==> src/rtl/ob_corr_pkg.sv <==
package ob_corr_pkg;

    typedef enum logic [1:0] {
        CLR_NONE = 2'b00,
        CLR_RED  = 2'b01,
        CLR_GRN  = 2'b10,
        CLR_BLU  = 2'b11
    } color_e;

    typedef enum logic [1:0] {
        SEG_BLACK  = 2'b00,
        SEG_ACTIVE = 2'b01,
        SEG_DUMMYA = 2'b10,
        SEG_DUMMYB = 2'b11
    } seg_e;

    localparam int NUM_COLORS = 3;

endpackage

==> src/rtl/ob_black_lane.sv <==
module ob_black_lane #(
    parameter int W = 12,
    parameter int N = 48
) (
    input  logic         clk,
    input  logic         rst_n,
    input  logic         take,
    input  logic         clr,
    input  logic [W-1:0] sample,
    output logic [W-1:0] black
);
    localparam int CLG    = $clog2(N);
    localparam int CNT_W  = $clog2(N + 1);
    localparam int SUM_W  = W + CLG;
    localparam int SHIFT  = SUM_W + CLG + 1;
    localparam int RECIP_W = SHIFT - CLG + 1;
    localparam int PROD_W = SUM_W + RECIP_W;
    localparam longint unsigned RECIP = ((64'd1 << SHIFT) + N - 1) / N;

    typedef struct packed {
        logic [SUM_W-1:0] acc;
        logic [CNT_W-1:0] cnt;
        logic [W-1:0]     black;
    } lane_t;

    lane_t st_d, st_q;
    logic [SUM_W-1:0]  sum_w;
    logic [PROD_W-1:0] prod_w;

    always_comb begin
        st_d   = st_q;
        sum_w  = '0;
        prod_w = '0;
        if (clr) begin
            st_d.acc = '0;
            st_d.cnt = '0;
        end
        if (take && (st_d.cnt < CNT_W'(N))) begin
            sum_w    = st_d.acc + SUM_W'(sample);
            st_d.acc = sum_w;
            st_d.cnt = st_d.cnt + 1'b1;
            if (st_d.cnt == CNT_W'(N)) begin
                prod_w     = PROD_W'(sum_w) * PROD_W'(RECIP);
                st_d.black = W'(prod_w >> SHIFT);
            end
        end
    end

    always_ff @(posedge clk or negedge rst_n) begin
        if (!rst_n) st_q <= '0;
        else        st_q <= st_d;
    end

    assign black = st_q.black;

    // the run counter never passes the black run length
    p_cnt_bound_r8: assert property (@(posedge clk) disable iff (!rst_n)
        st_q.cnt <= CNT_W'(N));

    // the level moves only on this colour's own black sample
    p_black_hold_r5: assert property (@(posedge clk) disable iff (!rst_n)
        !take |=> $stable(st_q.black));

    // a line start without a sample leaves an empty run
    p_restart_r9: assert property (@(posedge clk) disable iff (!rst_n)
        (clr && !take) |=> (st_q.cnt == '0));

endmodule

==> src/rtl/ob_clamp_sub.sv <==
module ob_clamp_sub #(
    parameter int W = 12
) (
    input  logic [W-1:0] minuend,
    input  logic [W-1:0] subtrahend,
    output logic [W-1:0] diff
);
    always_comb begin
        if (minuend >= subtrahend) diff = minuend - subtrahend;
        else                       diff = '0;
    end
endmodule

==> src/rtl/ob_offset_corr.sv <==
module ob_offset_corr #(
    parameter int W = 12,
    parameter int N = 48
) (
    input  logic         clk,
    input  logic         rst_n,
    input  logic         in_valid,
    input  logic         in_line_start,
    input  logic [1:0]   in_color,
    input  logic [1:0]   in_seg,
    input  logic [W-1:0] in_sample,
    output logic         out_valid,
    output logic [1:0]   out_color,
    output logic [W-1:0] out_sample
);
    import ob_corr_pkg::*;

    typedef struct packed {
        logic         vld;
        logic [1:0]   color;
        logic [W-1:0] data;
    } out_t;

    logic [NUM_COLORS-1:0] take_ob;
    logic [W-1:0]          black_lvl [NUM_COLORS];
    logic                  line_clr;
    logic                  accept;
    logic [W-1:0]          sel_black;
    logic [W-1:0]          diff_w;
    out_t                  o_d, o_q;

    assign line_clr = in_valid && in_line_start;
    assign accept   = in_valid && (in_seg == SEG_ACTIVE) && (in_color != CLR_NONE);

    for (genvar g = 0; g < NUM_COLORS; g++) begin : g_lane
        assign take_ob[g] = in_valid && (in_seg == SEG_BLACK) && (in_color == 2'(g + 1));

        ob_black_lane #(.W(W), .N(N)) u_lane (
            .clk    (clk),
            .rst_n  (rst_n),
            .take   (take_ob[g]),
            .clr    (line_clr),
            .sample (in_sample),
            .black  (black_lvl[g])
        );
    end

    always_comb begin
        case (in_color)
            CLR_RED: sel_black = black_lvl[0];
            CLR_GRN: sel_black = black_lvl[1];
            CLR_BLU: sel_black = black_lvl[2];
            default: sel_black = '0;
        endcase
    end

    ob_clamp_sub #(.W(W)) u_sub (
        .minuend    (in_sample),
        .subtrahend (sel_black),
        .diff       (diff_w)
    );

    always_comb begin
        o_d     = o_q;
        o_d.vld = accept;
        if (accept) begin
            o_d.color = in_color;
            o_d.data  = diff_w;
        end
    end

    always_ff @(posedge clk or negedge rst_n) begin
        if (!rst_n) o_q <= '0;
        else        o_q <= o_d;
    end

    assign out_valid  = o_q.vld;
    assign out_color  = o_q.color;
    assign out_sample = o_q.data;

    // a strobe always carries a real colour
    p_out_tag_r1: assert property (@(posedge clk) disable iff (!rst_n)
        out_valid |-> (out_color != 2'b00));

    // black and dummy samples never raise the strobe
    p_drop_r2: assert property (@(posedge clk) disable iff (!rst_n)
        !(in_valid && in_seg == 2'b01 && in_color != 2'b00) |=> !out_valid);

    // accepted active sample leaves one cycle later with its colour
    p_latency_r3: assert property (@(posedge clk) disable iff (!rst_n)
        (in_valid && in_seg == 2'b01 && in_color != 2'b00)
            |=> (out_valid && out_color == $past(in_color)));

    // correction only lowers a sample, never wraps
    p_clamp_r4: assert property (@(posedge clk) disable iff (!rst_n)
        (in_valid && in_seg == 2'b01 && in_color != 2'b00)
            |=> (out_sample <= $past(in_sample)));

endmodule

==> config.mk <==
export PLATFORM = sky130hd
export DESIGN_NAME = ob_offset_corr
export DESIGN_NICKNAME = d
export VERILOG_FILES = /design/src/rtl/ob_corr_pkg.sv /design/src/rtl/ob_black_lane.sv /design/src/rtl/ob_clamp_sub.sv /design/src/rtl/ob_offset_corr.sv
export SDC_FILE = /design/constraint.sdc
export NUM_CORES = 1
export LEC_CHECK = 0
export BUFFER_PORTS_ARGS = -buffer_cell sky130_fd_sc_hd__clkbuf_2
export CORE_MARGIN = 4
export CORE_UTILIZATION = 45
export CTS_CLUSTER_DIAMETER = 60
export CTS_CLUSTER_SIZE = 14
export DETAILED_ROUTE_END_ITERATION = 8
export SYNTH_ARGS = -nofsm -noshare
export SYNTH_HDL_FRONTEND = slang
export SYNTH_SLANG_ARGS = --single-unit
==> constraint.sdc <==
create_clock -name clk -period 8.05 [get_ports clk]
set_input_delay 1.61 -clock clk [delete_from_list [all_inputs] [get_ports clk]]
set_output_delay 1.61 -clock clk [all_outputs]
set_load 0.03 [all_outputs]
======== After elaboration in Yosys (flattened, before gate mapping) ========
Index checks and enable logic that the tools add are counted.
W data, S select, Z words.
storage, ports and cells
  register bits ........................... 123
  bits of input ports ..................... 20
  output and inout bits ................... 15
  logic and storage cells ................. 59
operators by class
  add/subtract/negate cells ............... 7
  multipliers ............................. 3
  $lt $le $gt $ge ......................... 4
  eq/ne operators ......................... 7
  multiplexer cells ....................... 11
  reductions and logical operators ........ 15
operators with widths
  operator                  number
  $mul A18 B20 Y37 const B  3
  $mux W36                  3
  $mux W24                  3
  $add A18 B12 Y18          3
  $mux W12                  4
  $pmux W12 S3              1
  $add A6 B1 Y6 const B     3
  $eq A6 B6 Y1 const B      3
  $lt A6 B6 Y1 const B      3
  $ge A12 B12 Y1            1
  $sub A12 B12 Y12          1
  $logic_and A1 B1 Y1       10
  $reduce_and A2 Y1         3
  $eq A2 B1 Y1 const B      2
  $eq A2 B2 Y1 const B      2
  $logic_not A2 Y1          1
  $reduce_bool A2 Y1        1

======== Logic depth before layout (Yosys ltp) ========
  word-level depth ........................ 6
  gate-level depth with buffers ........... 40

======== Modules after synthesis ========
A second synthesis with hierarchy kept.
unflattened totals
  cell total of the unflattened synthesis .. 2396
  area total of the unflattened synthesis .. 22880.7 µm²
by module, submodules not included
  module                            times used  cells each  area an instance (µm²)
  ob_black_lane (g_lane[1].u_lane)  1           771         7230.7
  ob_black_lane (g_lane[0].u_lane)  1           738         7008.0
  ob_black_lane (g_lane[2].u_lane)  1           706         6960.4
  ob_offset_corr                    1           70          935.9
  ob_clamp_sub                      1           111         745.7

======== Worst setup path after synthesis ========
OpenSTA, ideal clock, no wires.
  path type ............................... input -> register
  start ................................... input port in_line_start
  end ..................................... register g_lane[2].u_lane.st_q, in the netlist g_lane[2].u_lane.black[11]
  setup time .............................. 125 ps
  arrival time ............................ 9444 ps
  setup slack ............................. -1519 ps
  stages on the path ...................... 38
  path buffers ............................ 2
  path through ............................ nand2_2 -> clkbuf_1 -> clkbuf_1 -> and2_1 -> ha_1 -> inv_1 -> fa_1 -> nor2b_1 -> o21ai_0 -> a21boi_0 -> o21a_1 -> o21ai_0 -> a21oi_1 -> o31ai_4 -> nor2_1 -> xnor2_1 -> nor2_1 -> ha_1 -> (+2 left out) -> inv_1 -> fa_1 -> inv_1 -> fa_1 -> fa_1 -> fa_1 -> inv_1 -> ha_1 -> nand4_1 -> a211o_1 -> a211oi_1 -> a211oi_2 -> a21boi_1 -> o2111ai_1 -> a31oi_1 -> xnor2_1 -> xnor2_1 -> mux2_4
between the ends
  word-level cells in the longest chain between the ends .. 5
RTL lines
  element                                                                   line                  text
  start: declaration                                                        ob_offset_corr.sv:8   input logic in_line_start,
  $logic_and A1 B1 Y1 (*)                                                   ob_offset_corr.sv:32  assign line_clr = in_valid && in_line_start;
  $mux W24 (*)                                                              ob_black_lane.sv:34   if (clr) begin
  parallel branches: the longest is 3 deep, another holds $mul A18 B20 Y37  -
  end signal: assignment                                                    ob_black_lane.sv:51   else st_q <= st_d;
  end: declaration                                                          ob_black_lane.sv:26   lane_t st_d, st_q;
Mark *: on every way between the ends.
A chain may end at the register's enable or synchronous reset.

======== Final worst setup path ========
  start ................................... input port in_valid
  end ..................................... register g_lane[1].u_lane.st_q, in the netlist g_lane[1].u_lane.black[9]
between the ends
  word-level cells in the longest chain between the ends .. 5
RTL lines
  element                                                                   line                 text
  start: declaration                                                        ob_offset_corr.sv:7  input logic in_valid,
  parallel branches: the longest is 5 deep, another holds $mul A18 B20 Y37  -
  end signal: assignment                                                    ob_black_lane.sv:51
  end: declaration                                                          ob_black_lane.sv:26
Parallel ways; which one is timed is not known.

==> results.md <==
- The first-pass GRT wire length is 88.9 mm.
- The termination of the worst setup path is g_lane[1].u_lane.black[9]$_DFFE_PN0P_.
- Setup violations remaining at the end of the flow were counted as 36.
- The CTS buffer count is 17.
- The residual overflow from global routing is 0.
- Setup repair after global routing could not meet its margin everywhere.
- In the routed design, unresolved DRC markers number 0.
- The most critical setup path has its startpoint at in_valid.
- The routability congestion estimate is 0.908.
- The width of the die is 227 µm.
- At the end of the flow, the number of nets in the layout was 3398.
- The number of nets with antenna violations after detailed routing is 0.
- In this run, distinct cell masters in the synthesized netlist total 77.
- The maximum clock frequency is 113 MHz.
- Dividing the final minimum period by the clock period gives 110%.
- The maximum level of the CTS H-tree is 4.
- The flip-flop and latch area is 3080 µm².
- The clock latency of the later-clocked register in the worst-skew pair is 430 ps.
- The worst register-to-register path ends at g_lane[2].u_lane.black[11]$_DFFE_PN0P_.
- The run finished, with violations left.
- The average routed wire per standard cell is 16.4 µm.
- The core area is 47600 µm².
- The final reports fail on setup timing.
- The most used flip-flop cell after synthesis is sky130_fd_sc_hd__dfrtp_1.
- The row count is 80.
- The cell depth of the worst flop-to-flop path is 35.
- The fraction of the yosys area taken by sequential cells is 14.2%.
- After layout, the worst setup slack is -798 ps.
- The number of optimization iterations in the first detailed-route pass is 6.
- The arrival time at the worst endpoint is 9140 ps.
- The final number of max-transition violations was 0.
- In the synthesized netlist the async set-or-reset flop fraction comes to 100%.
- Detailed placement finished with a half-perimeter wire length of 46.2 mm.
- Between clock sinks in the finished design, the worst skew comes to 14.2 ps.
- The critical path capture point type is a flop.
- TritonCTS built the clock tree.
- The cell at the slowest stage of the critical path is sky130_fd_sc_hd__fa_2.
- The die is 227 µm tall.
- Max-cap violations in this run came to 0.
- The CTS root buffer is sky130_fd_sc_hd__clkbuf_16.
- The die covers 51600 µm².
- The slew at the pin closest to its max-slew limit is 1160 ps.
- The worst pin sits at a relative slew slack of 22.2%.
- The routed design could run at a clock period as short as 8850 ps.
- The via count of the first global-routing pass was 17800.
- The synthesis-to-layout area growth is 29.1%.
- STA classifies the critical path startpoint as an input pin.
- Summing over every cut layer, the via total after detailed routing is 16400.
- The warning count from the yosys run is 0.
- The count of buffers from port buffering is 34.
- At the placement stage, the worst setup path has a slack of -1400 ps.
- The I/O pin total is 35.
- In this run, the number of DRC markers left after iteration 0 of detailed routing was 516.
- Counting flops with a built-in enable in the synthesized netlist gives 0.
- The instance count of the mapped netlist is 2207.
- The register bit total from synthesis is 123.
- The clock sink count is 123.
- The mapped netlist covers 21600 µm².
- Cells with a size suffix above 1 make up 30.4% of the layout.
- The post-detailed-routing wire length is 54.1 mm.
- In this run the mean area of a mapped cell was 9.79 µm².
- Entering global routing, the biggest net connects 75 pins.
- The worst register-to-register path has a setup slack of 420 ps.
- The multi-input gate area in the final layout is 17800 µm².
- When the netlist entered floorplanning its net count stood at 2931.
- The worst hold path belongs to the class reg -> reg.
- The initial utilization of the core area, before any placement, comes to 45.3%.
- The largest buffer count on any clock path is 2.
- The worst path required time is 8340 ps.
- The biggest cell delay along the critical path is 600 ps.
- The initial antenna violation count is 0.
- The critical path is of the in -> reg type.
- The repair_antennas step left the layout with diodes totalling 0.
- The number of hold violations in the final report was 0.
- In this run the critical register-to-register path is launched from g_lane[2].u_lane.st_q[18]$_DFF_PN0_.
- The clock transition at the registers of the reported paths is 60 ps.
- After detailed routing, the number of vias per cell comes to 4.97.
- The cell with the most instances on the worst path is sky130_fd_sc_hd__fa_2.
- Global routing used 21.3% of the available tracks across all layers.
- Along the worst path, the maximum fanout reaches 6.
- The fill cell total of the finished layout is 4071.
## cell families after synthesis
group | count (synthesis) | share of synthesized area [%]
compound gates | 276 | 8.96
flops | 123 | 14.2
xor+xnor | 132 | 5.35
simple gates | 380 | 8.63
mux | 53 | 2.77
fa+ha+maj | 704 | 50.6
buf+inv | 539 | 9.40
## metal layers
layer  vias up  routed length (µm)  track usage, %  share of wire, %
met1      8113               24200            28.3                45
li1       8063                   -               -                 -
met5         -                   0               0                 0
met2       161               27900            38.1                52
met4         0                1340            5.50               2.5
met3        59                 698            1.55               1.3
## cell usage in the layout, fill, tap and decap left out, drive strengths merged, types with 12 or more instances in the layout
cell,Yosys,routed
fa,284,284
xor2,54,54
nor2,94,94
a22o,12,12
xnor2,78,78
dfrtp,123,123
nand3,34,34
a21o,29,29
and3,14,14
and2,50,50
nand4,19,19
mux2,49,49
nand2,105,105
inv,505,508
nor3,22,22
clkbuf,27,49
buf,7,450
ha,420,420
o21ai,70,70
a21oi,63,63
## final cells by class
type | instances | share of cell area [%]
Inverter | 505 | 6.79
Tap cell | 615 | 2.76
Timing Repair Buffer | 482 | 13.2
Multi-Input combinational cell | 1545 | 63.8
Clock inverter | 15 | 0.857
Clock buffer | 17 | 1.52
Sequential cell | 123 | 11.0
## what timing repair did
action / 4_1_cts / 5_1_grt
cloned: 0 / 0
pin swaps: 106 / 109
hold buffers: 0 / 0
buffers inserted: 41 / 14
gates resized for setup: 81 / 151
setup endpoints to repair: 36 / 36
## flip-flops by register name, summed over array words and instances, names as in the netlist
register / flops
out_sample: 12
out_color: 2
g_lane.u_lane.st_q: 72
out_valid: 1
g_lane.u_lane.black: 36
## synthesized netlist by cell type (33+ instances only)
library cell	count	area share [%]
sky130_fd_sc_hd__fa_1	284	26
sky130_fd_sc_hd__a21oi_1	59	1.4
sky130_fd_sc_hd__xnor2_1	78	3.2
sky130_fd_sc_hd__and2_1	50	1.4
sky130_fd_sc_hd__ha_1	420	24
sky130_fd_sc_hd__xor2_1	54	2.2
sky130_fd_sc_hd__nor2_1	94	1.6
sky130_fd_sc_hd__nand3_1	33	0.76
sky130_fd_sc_hd__nand2_1	104	1.8
sky130_fd_sc_hd__dfrtp_1	123	14
sky130_fd_sc_hd__o21ai_0	63	1.5
sky130_fd_sc_hd__mux2_2	48	2.5
sky130_fd_sc_hd__inv_1	505	8.8
## through the flow
stage	setup TNS [ps]	util [%]	hold WS (ps)	cell area, µm²	std cells
after floorplan	-18330	-	446	21800	2207
after global placement	-34320	53.8	473	25600	3217
after detailed placement	-38320	53.8	477	25600	3217
after CTS	-18550	56.7	492	27000	3289
after global routing	-27850	58.6	512	27900	3302
final	-18180	58.6	488	27900	3302
## how the worst min path moves through the flow
stage / cells after the start / from / to / slack, ps
finish: 2 / g_lane[0].u_lane.black[2]$_DFFE_PN0P_ / g_lane[0].u_lane.black[2]$_DFFE_PN0P_ / 490
global placement: 2 / g_lane[0].u_lane.black[2]$_DFFE_PN0P_ / g_lane[0].u_lane.black[2]$_DFFE_PN0P_ / 470
floorplan: 1 / g_lane[1].u_lane.black[3]$_DFFE_PN0P_ / g_lane[1].u_lane.black[3]$_DFFE_PN0P_ / 450
detailed placement: 2 / out_color[0]$_DFFE_PN0P_ / out_color[0]$_DFFE_PN0P_ / 480
CTS: 2 / g_lane[0].u_lane.black[2]$_DFFE_PN0P_ / g_lane[0].u_lane.black[2]$_DFFE_PN0P_ / 490
global route: 2 / out_color[1]$_DFFE_PN0P_ / out_color[1]$_DFFE_PN0P_ / 510
## worst max-delay path, delay by kind of cell
family / cells / cell delay [ps]
AOI/OAI and AO/OA: 10 / 1490
xor gates and xnor gates: 2 / 360
adders and majority gates: 9 / 3670
buffers and inverters: 9 / 900
and+or+nand+nor: 10 / 1070
Power is left out: the tool's default activity adds up to more than one toggle a clock period on the data nets, which glitch-free logic cannot reach.
